--- config.mk ---
export PLATFORM = sky130hd
export DESIGN_NAME = decade_result_accum
export DESIGN_NICKNAME = d
export VERILOG_FILES = /design/src/rtl/decade_result_pkg.sv /design/src/rtl/decade_result_ctrl.sv /design/src/rtl/decade_result_dp.sv /design/src/rtl/decade_result_accum.sv
export SDC_FILE = /design/constraint.sdc
export NUM_CORES = 1
export LEC_CHECK = 0
export BUFFER_PORTS_ARGS = -buffer_cell sky130_fd_sc_hd__buf_2
export CAP_MARGIN = 40
export CORE_ASPECT_RATIO = 1.25
export CORE_MARGIN = 1.5
export CORE_UTILIZATION = 60
export DETAILED_ROUTE_END_ITERATION = 10
export HOLD_SLACK_MARGIN = 0.06
export PLACE_DENSITY = 0.81
export SKIP_LAST_GASP = 1
export SYNTH_ARGS = -nofsm -noshare
export SYNTH_HDL_FRONTEND = slang
export SYNTH_HIERARCHICAL = 1
export SYNTH_SLANG_ARGS = --single-unit
--- constraint.sdc ---
create_clock -name clk -period 28.6 [get_ports clk]
set_input_delay 4.29 -clock clk [delete_from_list [all_inputs] [get_ports clk]]
set_output_delay 4.29 -clock clk [all_outputs]
set_load 0.1 [all_outputs]
--- src/rtl/decade_result_pkg.sv ---
package decade_result_pkg;

  typedef enum logic [1:0] {
    HOLD_FLOAT  = 2'b00,
    HOLD_FREEZE = 2'b01,
    HOLD_LIVE   = 2'b10
  } holdMode_t;

  typedef struct packed {
    logic step;     // apply one weighted count
    logic up;       // effective sense after pass inversion
    logic capture;  // load display latch
    logic clear;    // zero the accumulator
  } ctlStrobes_t;

endpackage

--- src/rtl/decade_result_ctrl.sv ---
module decade_result_ctrl
  import decade_result_pkg::*;
(
  input  logic        clk,
  input  logic        rstN,
  input  logic        cntEn,
  input  logic        cntUp,
  input  logic        passOffset,
  input  logic        latchStb,
  input  logic [1:0]  holdMode,
  output ctlStrobes_t strb,
  output logic        transparent,
  output logic        eocN
);

  logic freeze;

  always_comb begin
    freeze       = (holdMode == HOLD_FREEZE);
    transparent  = (holdMode == HOLD_LIVE);
    strb.clear   = latchStb;
    strb.capture = latchStb && !freeze;
    strb.step    = cntEn && !latchStb;
    strb.up      = cntUp ^ passOffset;
  end

  always_ff @(posedge clk) begin
    if (!rstN) eocN <= 1'b1;
    else       eocN <= !strb.capture;
  end

  // a falling status edge only ever follows a strobe
  p_eoc_after_strobe_r12: assert property (@(posedge clk) disable iff (!rstN)
    $fell(eocN) |-> $past(latchStb));

  // a strobe while frozen never produces the status edge
  p_freeze_no_eoc_r10: assert property (@(posedge clk) disable iff (!rstN)
    (latchStb && holdMode == HOLD_FREEZE) |=> eocN);

  // the status pulse is a single cycle
  p_eoc_single_r12: assert property (@(posedge clk) disable iff (!rstN)
    (!eocN && !$past(latchStb && holdMode != HOLD_FREEZE)) |-> 1'b0);

endmodule

--- src/rtl/decade_result_dp.sv ---
module decade_result_dp
  import decade_result_pkg::*;
#(
  parameter int NUM_DEC = 6,
  parameter int GUARD   = 1,
  localparam int W        = NUM_DEC * 4,
  localparam int DISP_DEC = NUM_DEC - GUARD,
  localparam int DW       = DISP_DEC * 4,
  localparam int SEL_W    = $clog2(NUM_DEC)
) (
  input  logic              clk,
  input  logic              rstN,
  input  ctlStrobes_t       strb,
  input  logic              transparent,
  input  logic [SEL_W-1:0]  decSel,
  output logic [DW-1:0]     dispDigits,
  output logic              dispNeg,
  output logic              overRange,
  output logic              underRange
);

  function automatic logic [W-1:0] bcdAdd(input logic [W-1:0] a, input logic [W-1:0] b);
    logic [W-1:0] r;
    logic [4:0]   s;
    logic         c;
    c = 1'b0;
    r = '0;
    for (int i = 0; i < NUM_DEC; i++) begin
      s = {1'b0, a[i*4 +: 4]} + {1'b0, b[i*4 +: 4]} + {4'b0, c};
      if (s > 5'd9) begin s = s + 5'd6; c = 1'b1; end
      else c = 1'b0;
      r[i*4 +: 4] = s[3:0];
    end
    return r;
  endfunction

  // returns {borrowOut, a - b}
  function automatic logic [W:0] bcdSub(input logic [W-1:0] a, input logic [W-1:0] b);
    logic [W-1:0] r;
    logic [4:0]   d;
    logic         br;
    br = 1'b0;
    r  = '0;
    for (int i = 0; i < NUM_DEC; i++) begin
      d = {1'b0, a[i*4 +: 4]} - {1'b0, b[i*4 +: 4]} - {4'b0, br};
      if (d[4]) begin d = d + 5'd10; br = 1'b1; end
      else br = 1'b0;
      r[i*4 +: 4] = d[3:0];
    end
    return {br, r};
  endfunction

  function automatic logic allBcd(input logic [W-1:0] a);
    logic ok;
    ok = 1'b1;
    for (int i = 0; i < NUM_DEC; i++) if (a[i*4 +: 4] > 4'd9) ok = 1'b0;
    return ok;
  endfunction

  function automatic logic overOf(input logic [DW-1:0] d);
    return d[DW-1 -: 4] >= 4'd2;
  endfunction

  function automatic logic underOf(input logic [DW-1:0] d);
    return d[DW-1 -: 8] == 8'd0;
  endfunction

  logic [W-1:0]  magQ, magD, weight, sumV, fwdDiff, revDiff;
  logic [W:0]    fwdSub, revSub;
  logic          negQ, negD, towardZero;
  logic [DW-1:0] latDigits, liveDigits;
  logic          latNeg, latOver, latUnder;

  always_comb begin
    for (int i = 0; i < NUM_DEC; i++)
      weight[i*4 +: 4] = (decSel == SEL_W'(i)) ? 4'd1 : 4'd0;
    sumV       = bcdAdd(magQ, weight);
    fwdSub     = bcdSub(magQ, weight);
    revSub     = bcdSub(weight, magQ);
    fwdDiff    = fwdSub[W-1:0];
    revDiff    = revSub[W-1:0];
    towardZero = strb.up ? negQ : !negQ;
    magD = magQ;
    negD = negQ;
    if (strb.clear) begin
      magD = '0;
      negD = 1'b0;
    end else if (strb.step) begin
      if (!towardZero)      magD = sumV;
      else if (!fwdSub[W])  magD = fwdDiff;
      else begin
        magD = revDiff;
        negD = !negQ;
      end
    end
  end

  always_ff @(posedge clk) begin
    if (!rstN) begin
      magQ <= '0;
      negQ <= 1'b0;
    end else begin
      magQ <= magD;
      negQ <= negD;
    end
  end

  assign liveDigits = magQ[W-1 : GUARD*4];

  always_ff @(posedge clk) begin
    if (!rstN) begin
      latDigits <= '0;
      latNeg    <= 1'b0;
      latOver   <= 1'b0;
      latUnder  <= 1'b1;
    end else if (strb.capture) begin
      latDigits <= liveDigits;
      latNeg    <= negQ;
      latOver   <= overOf(liveDigits);
      latUnder  <= underOf(liveDigits);
    end
  end

  always_comb begin
    if (transparent) begin
      dispDigits = liveDigits;
      dispNeg    = negQ;
      overRange  = overOf(liveDigits);
      underRange = underOf(liveDigits);
    end else begin
      dispDigits = latDigits;
      dispNeg    = latNeg;
      overRange  = latOver;
      underRange = latUnder;
    end
  end

  // every decade of the accumulator remains a legal BCD digit
  p_digits_bcd_r2: assert property (@(posedge clk) disable iff (!rstN)
    allBcd(magQ));

  // the end-of-conversion strobe leaves a positive zero behind
  p_clear_zero_r6: assert property (@(posedge clk) disable iff (!rstN)
    strb.clear |=> (magQ == '0 && !negQ));

  // latched reading and flags only move on a capture
  p_latch_stable_r9: assert property (@(posedge clk) disable iff (!rstN)
    !strb.capture |=> ($stable(latDigits) && $stable(latNeg) &&
                       $stable(latOver) && $stable(latUnder)));

  // latched over-range agrees with the latched top digit
  p_over_consistent_r7: assert property (@(posedge clk) disable iff (!rstN)
    strb.capture |=> (latOver == (latDigits[DW-1 -: 4] >= 4'd2)));

  // an idle cycle leaves the sign untouched
  p_sign_idle_r4: assert property (@(posedge clk) disable iff (!rstN)
    (!strb.step && !strb.clear) |=> $stable(negQ));

endmodule

--- src/rtl/decade_result_accum.sv ---
module decade_result_accum
  import decade_result_pkg::*;
#(
  parameter int NUM_DEC = 6,
  parameter int GUARD   = 1,
  localparam int DISP_DEC = NUM_DEC - GUARD,
  localparam int DW       = DISP_DEC * 4,
  localparam int SEL_W    = $clog2(NUM_DEC)
) (
  input  logic             clk,
  input  logic             rstN,
  input  logic             cntEn,
  input  logic             cntUp,
  input  logic [SEL_W-1:0] decSel,
  input  logic             passOffset,
  input  logic             latchStb,
  input  logic [1:0]       holdMode,
  output logic [DW-1:0]    dispDigits,
  output logic             dispNeg,
  output logic             overRange,
  output logic             underRange,
  output logic             eocN
);

  ctlStrobes_t strb;
  logic        transparent;

  decade_result_ctrl ctrl_i (
    .clk         (clk),
    .rstN        (rstN),
    .cntEn       (cntEn),
    .cntUp       (cntUp),
    .passOffset  (passOffset),
    .latchStb    (latchStb),
    .holdMode    (holdMode),
    .strb        (strb),
    .transparent (transparent),
    .eocN        (eocN)
  );

  decade_result_dp #(.NUM_DEC(NUM_DEC), .GUARD(GUARD)) dp_i (
    .clk         (clk),
    .rstN        (rstN),
    .strb        (strb),
    .transparent (transparent),
    .decSel      (decSel),
    .dispDigits  (dispDigits),
    .dispNeg     (dispNeg),
    .overRange   (overRange),
    .underRange  (underRange)
  );

endmodule

==> summary.md <==
| Metric | Value |
|---|---|
| Initial DRT Pass Iterations | 5 |
| Bufs on Longest Clock Path | 2 |
| Overall routed net length | 13400 µm |
| CTS Sinks | 49 |
| Fill cell count | 728 |
| Vias in the first global route | 4736 |
| Req. time, crit path | 28790 ps |
| Final Hold Viols | 0 |
| Synth cell count leaders | 79 x ha_1, 58 x inv_1, 49 x dfxtp_1, 49 x xnor2_1, 30 x nor2_1 |
| Max-Cap Viols | 0 |
| Clk root buf | clkbuf_8 |
| Post-synthesis register bit count | 49 |
| LEAKAGE | 0.00259 µW |
| Post-synthesis cell type count | 53 |
| N_diodes | 0 |
| Synthesized instance count | 617 |
| Initial antenna violation count | 0 |
| Max frequency | 70.7 MHz |
| Worst hold path class | reg2reg |
| Final Net Count | 744 |
| Cell mode on critical path | ha_1 |
| CTS tree | built |
| Drt first-iter violations | 272 |
| Global-route wire length before repair | 22000 µm |
| Detailed-route via count | 4664 |
| Post-synth ARST share | 0 |
| Critical Path End Type | flop |
| Initial Util | 0.625 |
| Vias per cell | 6.15 |
| Critical Path Source | decSel[0] |
| Final period utilization | 0.494 |
| Largest net degree at the start of global routing | 32 |
| Cell with the most instances after synthesis | ha_1 |
| Mapped Area | 5470 µm² |
| P per Cell Area | 39.1 nW/µm² |
| Num CTS Buffers | 5 |
| Final Slew Violations | 0 |
| Grt met3 use | 0.0405 |
| Setup slack, reg-to-reg | 18500 ps |
| Synth top area share | 0.181 |
| Die area | 9700 µm² |
| Clock skew | 13.9 ps |
| Worst reg2reg path startpoint | dp_i/magQ[0]$_SDFFE_PP0P_ |
| Worst Path Max Fanout | 6 |
| Top_reg_cell synth | dfxtp_1 |
| Max VDD drop | 0.0341 mV |
| Worst-case headroom to the max-slew limit | 0.473 |
| ANT nets after route | 0 |
| Syn Nets | 722 |
| Setup Fix Bufs, Post-CTS | 0 |
| Layout cells sized above 1 | 0.136 |
| EDFF count, synth | 0 |
| # hold bufs at CTS | 0 |
| CP max-delay cell | fa_1 |
| Clk slew on worst S/H paths | 80 ps |
| Met2 global-route usage | 0.537 |
| Post-route minimum period | 14140 ps |
| Num rows | 38 |
| CP arrival | 14330 ps |
| Worst Tran Pin Value | 789 ps |
| Area growth syn-to-layout | 6.54% |
| Critical path launch point type | primary input |
| GRT busiest layer | met2 |
| DRC | 0 |
| Number of I/O pins | 35 |
| Wire per inst | 17.7 µm |
| Met1 usage | 0.323 |
| Die width | 88.4 µm |
| PortBufs | 34 |
| Syn avg cell area | 8.86 µm² |
| Largest cells by area after synthesis | ha_1 18%, dfxtp_1 18%, xnor2_1 7.8% |
| Hold_ws | 497 ps |
| Clock latency on the worst-skew pair | 320 ps |
| Post-DP HPWL | 9790 µm |
| Seq/Total Area, Yosys | 0.179 |
| Die Ht | 110 µm |
| Placer congestion estimate | 0.884 |
| RR Endpoint | dp_i/magQ[21]$_SDFFE_PP0P_ |
| Area leader, netlist | ha_1 |
| Final setup vio count | 0 |
| Crit path to | dp_i/magQ[21]$_SDFFE_PP0P_ |
| Synth warn | 6 |
| Critical path type | in2reg |
| Grt ovf | 0 |
| Setup TNS | 0 ps |
| Reg2Reg Depth | 40 |
| Critical Path Max Stage Delay | 450 ps |
| Status | finished clean |
| Post_cts resized | 0 |
| Core Area | 8750 µm² |
| RSZ-0062 raised after global routing | no |
| GR Util All Layers | 0.291 |
| H-Tree Depth | 2 |
[kinds of logic after synthesis]
family	after synthesis	share of synthesized area
adder cells (fa/ha/maj)	94	0.236
AO/OA/AOI/OAI	121	0.165
AND/OR/NAND/NOR	152	0.156
flip-flops	49	0.179
multiplexers	53	0.103
buffers and inverters	87	0.0620
XOR/XNOR	61	0.0991
[routing by layer]
metal,wire length (µm),up-vias
met5,0,-
met4,439,0
met3,700,35
met2,7020,161
met1,5280,2234
li1,-,2234
[power breakdown]
group          leakage, µW  switching [µW]  total, µW  internal, µW
Sequential        0.000397            3.78       74.0          70.2
Combinational      0.00216            66.3        113          47.0
Clock            0.0000399            24.6       40.8          16.2
Total              0.00259            94.7        228           133
[worst max-delay path, delay by kind of cell]
family | cells | cell delay, ps
compound gates | 12 | 2800
xor+xnor | 6 | 1320
fa+ha+maj | 18 | 4980
simple gates | 3 | 590
buf+inv | 3 | 300
[per-stage QoR]
step | cells | utilization | setup slack, ps | cell area, µm² | total power [µW]
6_report | 758 | 0.666 | 14460 | 5830 | 228
5_1_grt | 758 | 0.666 | 13530 | 5830 | 243
4_1_cts | 758 | 0.666 | 14510 | 5830 | 228
3_5_place_dp | 752 | 0.658 | 14270 | 5750 | 187
3_3_place_gp | 746 | 0.651 | 14990 | 5700 | 179
2_1_floorplan | 617 | - | 15620 | 5470 | 163
[area by class of cell]
class | instances | area, µm² | share of cell area
clock buffer | 5 | 68.8 | 0.0118
clock inverter | 1 | 5.00 | 0.000859
inverter | 59 | 221 | 0.0380
multi-input combinational | 481 | 4150 | 0.713
sequential | 49 | 981 | 0.168
tap | 120 | 150 | 0.0258
timing repair buffer | 43 | 246 | 0.0423
[state kept, by name (all words and copies together), names as in the netlist]
signal and count:
dp_i/magQ 24, dp_i/latDigits 20, ctrl_i/eocN 1, dp_i/latNeg 1, dp_i/latOver 1, dp_i/latUnder 1
dp_i/negQ 1
[worst min-delay path by stage]
stage	from	to	slack (ps)	cells past startpoint
4_1_cts	dp_i/latUnder$_SDFFE_PN1P_	dp_i/latUnder$_SDFFE_PN1P_	500	2
2_1_floorplan	dp_i/latUnder$_SDFFE_PN1P_	dp_i/latUnder$_SDFFE_PN1P_	440	2
6_report	dp_i/latUnder$_SDFFE_PN1P_	dp_i/latUnder$_SDFFE_PN1P_	500	2
5_1_grt	dp_i/latOver$_SDFFE_PN0P_	dp_i/latOver$_SDFFE_PN0P_	530	1
3_3_place_gp	dp_i/latUnder$_SDFFE_PN1P_	dp_i/latUnder$_SDFFE_PN1P_	460	2
3_5_place_dp	dp_i/latUnder$_SDFFE_PN1P_	dp_i/latUnder$_SDFFE_PN1P_	470	2
[placed cells by master, fill, tap and decap left out, types with 7 or more instances in the layout]
master,synthesis,final
mux2i_1,27,27
xnor2_1,49,49
fa_1,15,15
o21ai_0,24,24
nor3b_1,10,10
buf_2,7,35
nor2b_1,26,24
ha_1,79,79
mux2_2,26,26
a211oi_1,22,22
a31oi_1,11,11
xor2_1,11,11
o211ai_1,7,7
dfxtp_1,49,49
nand2b_1,7,7
inv_1,58,58
a21oi_1,8,8
nand2_1,25,25
nor2_1,30,30
nand3_1,11,11
and3b_1,7,7
o211a_1,11,11
(Power assumes the default switching activity.)
